$ cat src/rtl/cra_pkg.sv
package cra_pkg;
  typedef enum logic [1:0] {
    KIND_NONE  = 2'd0,
    KIND_PLAIN = 2'd1,
    KIND_FILL  = 2'd2,
    KIND_DUAL  = 2'd3
  } act_kind_e;
endpackage

$ cat src/rtl/cra_tag_store.sv
// Per-subarray tag sets: valid, pinned, tag and age per spare row.
module cra_tag_store #(
  parameter int SUBARRAYS = 4,
  parameter int WAYS      = 4,
  parameter int ROW_W     = 9,
  localparam int SA_W     = $clog2(SUBARRAYS),
  localparam int AGE_W    = $clog2(WAYS)
) (
  input  logic                             clk,
  input  logic                             rst_n,
  input  logic [SA_W-1:0]                  rd_sa,
  output logic [WAYS-1:0]                  rd_valid,
  output logic [WAYS-1:0]                  rd_pin,
  output logic [WAYS-1:0][ROW_W-1:0]       rd_tag,
  output logic [WAYS-1:0][AGE_W-1:0]       rd_age,
  input  logic                             wr_en,
  input  logic [SA_W-1:0]                  wr_sa,
  input  logic [WAYS-1:0]                  wr_valid,
  input  logic [WAYS-1:0]                  wr_pin,
  input  logic [WAYS-1:0][ROW_W-1:0]       wr_tag,
  input  logic [WAYS-1:0][AGE_W-1:0]       wr_age
);

  logic [WAYS-1:0]            valid_arr [SUBARRAYS];
  logic [WAYS-1:0]            pin_arr   [SUBARRAYS];
  logic [WAYS-1:0][ROW_W-1:0] tag_arr   [SUBARRAYS];
  logic [WAYS-1:0][AGE_W-1:0] age_arr   [SUBARRAYS];

  for (genvar s = 0; s < SUBARRAYS; s++) begin : g_set
    logic                       set_we;
    logic [WAYS-1:0]            valid_q;
    logic [WAYS-1:0]            pin_q;
    logic [WAYS-1:0][ROW_W-1:0] tag_q;
    logic [WAYS-1:0][AGE_W-1:0] age_q;

    assign set_we = wr_en && (wr_sa == SA_W'(s));

    always_ff @(posedge clk or negedge rst_n) begin
      if (!rst_n) begin
        valid_q <= '0;
        pin_q   <= '0;
        tag_q   <= '0;
        for (int w = 0; w < WAYS; w++) age_q[w] <= AGE_W'(w);
      end else if (set_we) begin
        valid_q <= wr_valid;
        pin_q   <= wr_pin;
        tag_q   <= wr_tag;
        age_q   <= wr_age;
      end
    end

    assign valid_arr[s] = valid_q;
    assign pin_arr[s]   = pin_q;
    assign tag_arr[s]   = tag_q;
    assign age_arr[s]   = age_q;
  end

  assign rd_valid = valid_arr[rd_sa];
  assign rd_pin   = pin_arr[rd_sa];
  assign rd_tag   = tag_arr[rd_sa];
  assign rd_age   = age_arr[rd_sa];

endmodule

$ cat src/rtl/cra_lookup.sv
// Hit detection, victim choice and next set contents for one request.
module cra_lookup
  import cra_pkg::*;
#(
  parameter int WAYS   = 4,
  parameter int ROW_W  = 9,
  localparam int WAY_W = $clog2(WAYS)
) (
  input  logic [WAYS-1:0]             set_valid,
  input  logic [WAYS-1:0]             set_pin,
  input  logic [WAYS-1:0][ROW_W-1:0]  set_tag,
  input  logic [WAYS-1:0][WAY_W-1:0]  set_age,
  input  logic [ROW_W-1:0]            row,
  input  logic                        pin_req,
  output act_kind_e                   kind,
  output logic [WAY_W-1:0]            sel_way,
  output logic                        upd,
  output logic [WAYS-1:0]             nxt_valid,
  output logic [WAYS-1:0]             nxt_pin,
  output logic [WAYS-1:0][ROW_W-1:0]  nxt_tag,
  output logic [WAYS-1:0][WAY_W-1:0]  nxt_age
);

  logic             hit, free_found, cand;
  logic [WAY_W-1:0] hit_way, free_way, cand_way, cand_age, sel_age;

  always_comb begin
    hit = 1'b0;
    hit_way = '0;
    for (int w = 0; w < WAYS; w++) begin
      if (!hit && set_valid[w] && set_tag[w] == row) begin
        hit = 1'b1;
        hit_way = WAY_W'(w);
      end
    end
    free_found = 1'b0;
    free_way = '0;
    for (int w = 0; w < WAYS; w++) begin
      if (!free_found && !set_valid[w]) begin
        free_found = 1'b1;
        free_way = WAY_W'(w);
      end
    end
    // Oldest valid entry that is not pinned.
    cand = 1'b0;
    cand_way = '0;
    cand_age = '0;
    for (int w = 0; w < WAYS; w++) begin
      if (set_valid[w] && !set_pin[w] && (!cand || set_age[w] > cand_age)) begin
        cand = 1'b1;
        cand_way = WAY_W'(w);
        cand_age = set_age[w];
      end
    end
  end

  always_comb begin
    if (hit) begin
      kind = KIND_DUAL;
      sel_way = hit_way;
    end else if (free_found) begin
      kind = KIND_FILL;
      sel_way = free_way;
    end else if (cand) begin
      kind = KIND_FILL;
      sel_way = cand_way;
    end else begin
      kind = KIND_PLAIN;
      sel_way = '0;
    end
    upd = (kind != KIND_PLAIN);
  end

  always_comb begin
    nxt_valid = set_valid;
    nxt_pin   = set_pin;
    nxt_tag   = set_tag;
    nxt_age   = set_age;
    sel_age   = set_age[sel_way];
    if (upd) begin
      nxt_valid[sel_way] = 1'b1;
      nxt_tag[sel_way]   = row;
      nxt_pin[sel_way]   = (hit && set_pin[sel_way]) || pin_req;
      for (int w = 0; w < WAYS; w++) begin
        if (WAY_W'(w) != sel_way && set_age[w] < sel_age)
          nxt_age[w] = set_age[w] + 1'b1;
      end
      nxt_age[sel_way] = '0;
    end
  end

endmodule

$ cat src/rtl/cra_timer.sv
// Activate-to-read countdown and delayed spare-row activation.
module cra_timer #(
  parameter int T_FULL = 6,
  parameter int T_FAST = 4,
  parameter int T_GAP  = 2,
  localparam int CNT_W = $clog2(T_FULL + 1)
) (
  input  logic clk,
  input  logic rst_n,
  input  logic start,
  input  logic fast,
  input  logic fill,
  output logic busy,
  output logic col_ok,
  output logic copy_act
);

  localparam logic [CNT_W-1:0] FULL_C = CNT_W'(T_FULL);
  localparam logic [CNT_W-1:0] FAST_C = CNT_W'(T_FAST);
  localparam logic [CNT_W-1:0] GAP_C  = CNT_W'(T_GAP);
  localparam logic [CNT_W-1:0] ONE_C  = CNT_W'(1);

  logic [CNT_W-1:0] rcd_q, rcd_d, gap_q, gap_d;
  logic             col_q, col_d, cpy_q, cpy_d;

  always_comb begin
    rcd_d = rcd_q;
    if (start)            rcd_d = fast ? FAST_C : FULL_C;
    else if (rcd_q != '0) rcd_d = rcd_q - ONE_C;
    gap_d = gap_q;
    if (start && fill)    gap_d = GAP_C;
    else if (gap_q != '0) gap_d = gap_q - ONE_C;
    col_d = !start && (rcd_q == ONE_C);
    cpy_d = !start && (gap_q == ONE_C);
  end

  always_ff @(posedge clk or negedge rst_n) begin
    if (!rst_n) begin
      rcd_q <= '0;
      gap_q <= '0;
      col_q <= 1'b0;
      cpy_q <= 1'b0;
    end else begin
      rcd_q <= rcd_d;
      gap_q <= gap_d;
      col_q <= col_d;
      cpy_q <= cpy_d;
    end
  end

  assign busy     = (rcd_q != '0);
  assign col_ok   = col_q;
  assign copy_act = cpy_q;

endmodule

$ cat src/rtl/copyrow_act_ctrl.sv
module copyrow_act_ctrl
  import cra_pkg::*;
#(
  parameter int SUBARRAYS = 4,
  parameter int WAYS      = 4,
  parameter int ROW_W     = 9,
  parameter int T_FULL    = 6,
  parameter int T_FAST    = 4,
  parameter int T_GAP     = 2,
  localparam int SA_W     = $clog2(SUBARRAYS),
  localparam int WAY_W    = $clog2(WAYS)
) (
  input  logic             clk,
  input  logic             rst_n,
  input  logic             req_valid,
  input  logic [SA_W-1:0]  req_sa,
  input  logic [ROW_W-1:0] req_row,
  input  logic             req_pin,
  output logic             req_ready,
  output logic             cmd_valid,
  output logic [1:0]       cmd_kind,
  output logic [SA_W-1:0]  cmd_sa,
  output logic [ROW_W-1:0] cmd_row,
  output logic [WAY_W-1:0] cmd_copy,
  output logic             copy_act,
  output logic             col_ok
);

  // Reset: asserted asynchronously, released on the clock.
  logic [1:0] rs_q;
  logic       rst_n_s;
  always_ff @(posedge clk or negedge rst_n) begin
    if (!rst_n) rs_q <= 2'b00;
    else        rs_q <= {rs_q[0], 1'b1};
  end
  assign rst_n_s = rs_q[1];

  logic [WAYS-1:0]            set_valid, set_pin, nxt_valid, nxt_pin;
  logic [WAYS-1:0][ROW_W-1:0] set_tag, nxt_tag;
  logic [WAYS-1:0][WAY_W-1:0] set_age, nxt_age;
  act_kind_e                  lk_kind;
  logic [WAY_W-1:0]           lk_way;
  logic                       lk_upd, busy, accept;

  assign req_ready = rst_n_s && !busy;
  assign accept    = req_valid && req_ready;

  cra_tag_store #(.SUBARRAYS(SUBARRAYS), .WAYS(WAYS), .ROW_W(ROW_W)) u_store (
    .clk(clk), .rst_n(rst_n_s), .rd_sa(req_sa),
    .rd_valid(set_valid), .rd_pin(set_pin), .rd_tag(set_tag), .rd_age(set_age),
    .wr_en(accept && lk_upd), .wr_sa(req_sa),
    .wr_valid(nxt_valid), .wr_pin(nxt_pin), .wr_tag(nxt_tag), .wr_age(nxt_age)
  );

  cra_lookup #(.WAYS(WAYS), .ROW_W(ROW_W)) u_lookup (
    .set_valid(set_valid), .set_pin(set_pin), .set_tag(set_tag), .set_age(set_age),
    .row(req_row), .pin_req(req_pin),
    .kind(lk_kind), .sel_way(lk_way), .upd(lk_upd),
    .nxt_valid(nxt_valid), .nxt_pin(nxt_pin), .nxt_tag(nxt_tag), .nxt_age(nxt_age)
  );

  cra_timer #(.T_FULL(T_FULL), .T_FAST(T_FAST), .T_GAP(T_GAP)) u_timer (
    .clk(clk), .rst_n(rst_n_s), .start(accept),
    .fast(lk_kind == KIND_DUAL), .fill(lk_kind == KIND_FILL),
    .busy(busy), .col_ok(col_ok), .copy_act(copy_act)
  );

  // Command register: fields load only on acceptance.
  logic             vld_q;
  act_kind_e        kind_q;
  logic [SA_W-1:0]  sa_q;
  logic [ROW_W-1:0] row_q;
  logic [WAY_W-1:0] way_q;

  always_ff @(posedge clk or negedge rst_n_s) begin
    if (!rst_n_s) vld_q <= 1'b0;
    else          vld_q <= accept;
  end

  always_ff @(posedge clk or negedge rst_n_s) begin
    if (!rst_n_s) begin
      kind_q <= KIND_NONE;
      sa_q   <= '0;
      row_q  <= '0;
      way_q  <= '0;
    end else if (accept) begin
      kind_q <= lk_kind;
      sa_q   <= req_sa;
      row_q  <= req_row;
      way_q  <= lk_way;
    end
  end

  assign cmd_valid = vld_q;
  assign cmd_kind  = kind_q;
  assign cmd_sa    = sa_q;
  assign cmd_row   = row_q;
  assign cmd_copy  = way_q;

endmodule

$ cat config.mk
export PLATFORM = sky130hd
export DESIGN_NAME = copyrow_act_ctrl
export DESIGN_NICKNAME = d
export VERILOG_FILES = /design/src/rtl/cra_pkg.sv /design/src/rtl/cra_tag_store.sv /design/src/rtl/cra_lookup.sv /design/src/rtl/cra_timer.sv /design/src/rtl/copyrow_act_ctrl.sv
export SDC_FILE = /design/constraint.sdc
export NUM_CORES = 1
export LEC_CHECK = 0
export BUFFER_PORTS_ARGS = -buffer_cell sky130_fd_sc_hd__buf_2
export CAP_MARGIN = 0
export CORE_UTILIZATION = 50
export CTS_CLUSTER_DIAMETER = 60
export DETAILED_ROUTE_END_ITERATION = 10
export PLACE_DENSITY = 0.7
export SYNTH_ARGS = -nofsm -noshare
export SYNTH_HDL_FRONTEND = slang
export SYNTH_SLANG_ARGS = --single-unit
$ cat constraint.sdc
create_clock -name clk -period 10.46 [get_ports clk]
set_input_delay 1.046 -clock clk [delete_from_list [all_inputs] [get_ports clk]]
set_output_delay 1.046 -clock clk [all_outputs]
set_load 0.005 [all_outputs]
==> flow_summary.toml, run 1 <==
[logic_synthesis]
synth.distinct_cells = 68
syn-num-nets = 1154
synthMuxAreaShare = 0.155
synth.area.top_cells = "dfrtp_1 46%, mux4_2 8.1%, a21oi_1 7.0%"
syn_area_um2 = 11900
async_reset_ff_frac = 1.00
yosys.area_share.simple = 0.131
ys_seq_elements = 234
synth_area_leader_cell = "dfrtp_1"
synth_xor_area_frac = 0.0302
synth-edff-count = 0
yosysSeqAreaShare = 0.494
synth.top_cell.area_share = 0.459
yosys_warnings = 0
yosys_most_used_dff = "dfrtp_1"
syn-instance-count = 1123
synthAdderAreaFrac = 0.0168
syn_area_per_cell_um2 = 10.6
synth_top_family_by_area = "multiplexers"
synth-compound-area-share = 0.129

[grt]
grt_pass1_wl_mm = 44.0
grt_pass1_vias = 8172
grt_max_degree = 163
grtUsageTotal = 0.231
antenna_found_initial = 0
gr-total-overflow = 0

[clock_network]
cts-buffers-inserted = 27
cts_tree = "built"
clock_path_buffers = 3
root_buffer = "clkbuf_16"
h-tree-depth = 1
insertion_delay_ps = 530
cts_setup_buffers = 0
cts_resized = 0
ctsHoldBuffers = 0
clkTransAtPathRegs_ps = 60
cts.sinks = 234

[floorplan]
row_count = 56
ioPinCount = 34
core_area_um2 = 23400
die_w_um = 156
die_area_um2 = 24400
start_util = 0.508
die_h_um = 156

[outcome]
status = "completed"

[sta]
setup-tns-final_ps = 0
fmax_mhz = 130
period_share = 0.736
setup_viol = 0
period_minus_slack_ps = 7700
setup_slack_ps = 2760
skew_ps = 9.80
drv_slew = 0
max_slew_margin = 0.243
worst_pin_slew_ps = 1130
rsz0062_at_grt = "false"
hold_violations = 0

[finish]
final_layout_size_suffix_gt1_frac = 0.185
instances_no_fill = 1459
n_antenna_cell = 0
final_common_cell = "dfrtp_1"
design_area_um2 = 13000
multiInputGateArea_um2 = 5520
fillCellCount = 2065
final_nets = 1152
seqCellArea_um2 = 5880
area_delta_synth_final_pct = 9.52
layout_common_cells = "217 x dfrtp_1, 189 x nor2_1, 166 x a21oi_1, 100 x nand2_1, 60 x mux2i_1"

[job]
cap_violations = 0

[routing]
highest_layer = "met4"
drt_iter0_markers = 656
dr_wl_met3_mm = 1.51
drtPass1Iterations = 5
vias = 8308
wl_met2_mm = 12.5
routedWlPerCell_um = 18.7
wl_met1_mm = 12.5
via_per_inst = 5.69
final_antenna_net_count = 0
drc = 0
drt-total-wl_mm = 27.2

[placed_design]
dpl_worst_slack_ps = 2360
placed_area_um2 = 12100
numPortBuffers = 33
gp_congestion = 0.891
hpwl_mm = 17.7
place_inst = 1411

[worst_setup_path]
critPathKind = "in2reg"
cp_slowest_cell = "mux4_2"
end_kind = "flop"
crit_required_ps = 10910
worstPathArrival_ps = 8150
startpoint_type = "input pin"
cp_max_fo = 23
slowest_delay_ps = 620

[pwr]
powerDensity_nw_per_um2 = 306
power_leakage_uw = 0.00568
peakVddDrop_uv = 125

[min_path]
min_path_type = "in2async"
-- metrics by stage --
stage / utilization / power, µW / hold WS [ps]
final: 0.556 / 3980 / 287
after detailed placement: 0.518 / 3050 / 336
after global placement: 0.518 / 2990 / 333
after CTS: 0.556 / 4000 / 275
after global routing: 0.556 / 4250 / 278
after floorplan: - / 2660 / 331
-- critical path: cells and delay by family --
kind	cells	cell delay [ps]
buffers and inverters	1	390
AO/OA/AOI/OAI	10	2460
multiplexers	4	1660
adder cells (fa/ha/maj)	4	1240
AND/OR/NAND/NOR	10	1320
-- worst paths after layout --
kind,startpoint,endpoint,slack [ps],cells after the start
worst max-delay path,req_sa[0],u_store.age_arr[18],2760,29
min in group clk,rs_q[0],rs_q[1],360,0
worst max register to register,u_store.g_set[3].pin_q[0],u_store.age_arr[18],3430,28
worst min-delay path,rst_n,rs_q[0],290,1
worst min register to register,rs_q[0],rs_q[1],360,0
max in group asynchronous,rs_q[1],u_store.g_set[3].tag_q[33],9150,1
-- layout make-up --
| class | instances | share of cell area |
|---|---|---|
| sequential | 234 | 0.452 |
| multi-input combinational | 799 | 0.424 |
| clock buffer | 42 | 0.0639 |
| tap | 319 | 0.0307 |
| timing repair buffer | 44 | 0.0204 |
| clock inverter | 6 | 0.00509 |
| inverter | 15 | 0.00433 |
-- per-layer routing --
metal  global-route usage  vias up
met3               0.0394       55
met1                0.324     4108
met2                0.368      235
met4               0.0728        0
met5                    0        -
li1                     -     3910
-- power breakdown --
group          switching, µW  internal [µW]  leakage [µW]
sequential               196           1280       0.00294
clock                    368            569      0.000439
combinational            908            663       0.00230
-- synthesized netlist by cell type (all sizes together) (22+ instances only) --
master and count:
nand2 101, nor2 189, a21oi 181, o21ai 53
buf 59, mux2i 60, xnor2 35, mux4 44
dfrtp 218, mux2 22
-- flip-flops by register name (all words and copies together), names as in the netlist --
register and cells:
cmd_kind 2, cmd_valid 1, rs_q 2, cmd_sa 2, u_store.g_set.valid_q 16, u_timer.copy_act 1, u_timer.rcd_q 3, u_store.g_set.pin_q 16
u_timer.gap_q 3, cmd_copy 2, u_store.g_set.tag_q 144, u_store.age_arr 32, cmd_row 9, u_timer.col_ok 1
-- cells by family after synthesis --
logic type      count (synthesis)
mux                           126
simple gates                  352
fa+ha+maj                      16
xor+xnor                       41
compound gates                263
flops                         234
other cells                     1
buf+inv                        90
Power figures use the tool's default switching activity.
==> inputs of run 2 (changes only) <==
--- a/config.mk
+++ b/config.mk
@@ -10,7 +10,7 @@
 export CORE_UTILIZATION = 50
 export CTS_CLUSTER_DIAMETER = 60
 export DETAILED_ROUTE_END_ITERATION = 10
-export PLACE_DENSITY = 0.7
+export PLACE_DENSITY = 0.73
 export SYNTH_ARGS = -nofsm -noshare
 export SYNTH_HDL_FRONTEND = slang
 export SYNTH_SLANG_ARGS = --single-unit
==> constraint.sdc (replaced) <==
create_clock -name clk -period 6.6 [get_ports clk]
set_input_delay 0.66 -clock clk [delete_from_list [all_inputs] [get_ports clk]]
set_output_delay 0.66 -clock clk [all_outputs]
set_load 0.005 [all_outputs]
==> flow_summary.toml, run 2 (same netlist as run 1, synthesis figures left out) <==
[routing]
wl_met1_mm = 12.5
highest_layer = "met4"
final_antenna_net_count = 0
wl_met2_mm = 12.7
via_per_inst = 5.65
dr_wl_met3_mm = 1.49
routedWlPerCell_um = 18.6
drt_iter0_markers = 651
drt-total-wl_mm = 27.4
drc = 0
drtPass1Iterations = 5
vias = 8340

[finish]
max_flop_register = "u_store.g_set.tag_q"
area_delta_synth_final_pct = 10.6
layout_common_cells = "217 x dfrtp_1, 189 x nor2_1, 166 x a21oi_1, 99 x nand2_1, 60 x mux2i_1"
largest_reg_flops = 144
n_antenna_cell = 0
final_layout_size_suffix_gt1_frac = 0.196
final_common_cell = "dfrtp_1"
fillCellCount = 1975
final_nets = 1168

[placed_design]
dpl_worst_slack_ps = 30.3
numPortBuffers = 33
gp_congestion = 0.877
hpwl_mm = 17.9

[floorplan]
die_w_um = 156
die_area_um2 = 24400
core_area_um2 = 23400
row_count = 56
start_util = 0.508
ioPinCount = 34
die_h_um = 156

[sta]
skew_ps = 7.67
hold_violations = 0
worst_pin_slew_ps = 1060
setup_slack_ps = 448
drv_slew = 0
setup-tns-final_ps = 0
fmax_mhz = 163
setup_viol = 0
period_minus_slack_ps = 6150
period_share = 0.932
rsz0062_at_grt = "false"
hold_slack_ps = 243
max_slew_margin = 0.291

[clock_network]
insertion_delay_ps = 530
cts-buffers-inserted = 26
cts_tree = "built"
h-tree-depth = 1
cts.sinks = 234
clkTransAtPathRegs_ps = 60
clock_path_buffers = 3
cts_setup_buffers = 0
root_buffer = "clkbuf_16"

[pwr]
power_leakage_uw = 0.00575
peakVddDrop_uv = 239
powerDensity_nw_per_um2 = 483

[worst_setup_path]
end_kind = "flop"
cp-startpoint = "u_store.g_set[3].pin_q[0]"
reg2reg_depth = 30
crit_required_ps = 7040
worstPathArrival_ps = 6590
cp_slowest_cell = "mux4_2"
cp_top_family = "compound AO/OA/AOI/OAI gates"
critPathKind = "reg2reg"
cp_num_buf_inv = 1
r2r-start = "u_store.g_set[3].pin_q[0]"
startpoint_type = "flop"
slowest_delay_ps = 530
r2r_slack_ps = 450
cp_max_fo = 6
r2r-end = "u_store.age_arr[3]"

[outcome]
status = "completed"

[min_path]
min_path_type = "reg2async"

[grt]
gr-total-overflow = 0
grtUsageTotal = 0.234
grt_pass1_wl_mm = 44.3
grt_pass1_vias = 8260
antenna_found_initial = 0
grt_max_degree = 86

[job]
cap_violations = 0
==> run 2: cell count changes in the layout (fill, tap and decap cells not counted), sizes merged <==
cell,change
clkinv,+2
bufinv,+1
buf,+16
dlygate4sd3,+1
clkbuf,-2
inv,-1
clkinvlp,-1
==> run 2: metrics by stage <==
step                power (µW)   util  instance area, µm²  std cells
floorplan                 4220      -               11900       1123
finish                    6350  0.562               13100       1475
global placement          4780  0.525               12300       1427
CTS                       6360  0.562               13100       1475
global route              6780  0.562               13100       1475
detailed placement        4880  0.525               12300       1427
==> run 2: worst max-delay path by stage <==
stage | end | slack (ps) | cells after the start
finish | u_store.age_arr[3] | 450 | 30
global route | u_store.age_arr[3] | 1 | 31
CTS | u_store.age_arr[3] | 510 | 30
detailed placement | u_store.age_arr[3] | 30 | 31
global placement | u_store.age_arr[11] | 170 | 29
floorplan | u_store.age_arr[18] | 30 | 32
==> run 2: where the power goes <==
group	leakage [µW]	switching [µW]	total, µW	internal, µW
sequential	0.00294	315	2340	2030
combinational	0.00239	1450	2550	1100
clock	0.000422	570	1450	880
==> run 2: cell type report <==
class,count,area (µm²),share of cell area
Inverter,15,56.3,0.00428
Clock buffer,40,774,0.0589
Tap cell,319,399,0.0304
Clock inverter,7,87.6,0.00666
Timing Repair Buffer,61,408,0.0310
Multi-Input combinational cell,799,5540,0.422
Sequential cell,234,5880,0.447
==> run 2: worst register-to-register path, delay by kind of cell (launching register included) <==
family | cells | cell delay [ps]
compound gates | 9 | 1680
xor+xnor | 1 | 140
fa+ha+maj | 4 | 1150
buf+inv | 1 | 180
flops | 1 | 370
mux | 3 | 1080
simple gates | 12 | 1470
==> run 2: timing repair <==
item,in CTS,in global routing
gates resized for setup,0,0
hold buffers,1,0
hold endpoints to repair,2,0
==> run 2: layer usage <==
layer  track usage  vias to the layer above
li1              -                     3945
met1         0.331                     4130
met2         0.377                      222
met3        0.0308                       43
met4        0.0663                        0
met5             0                        -
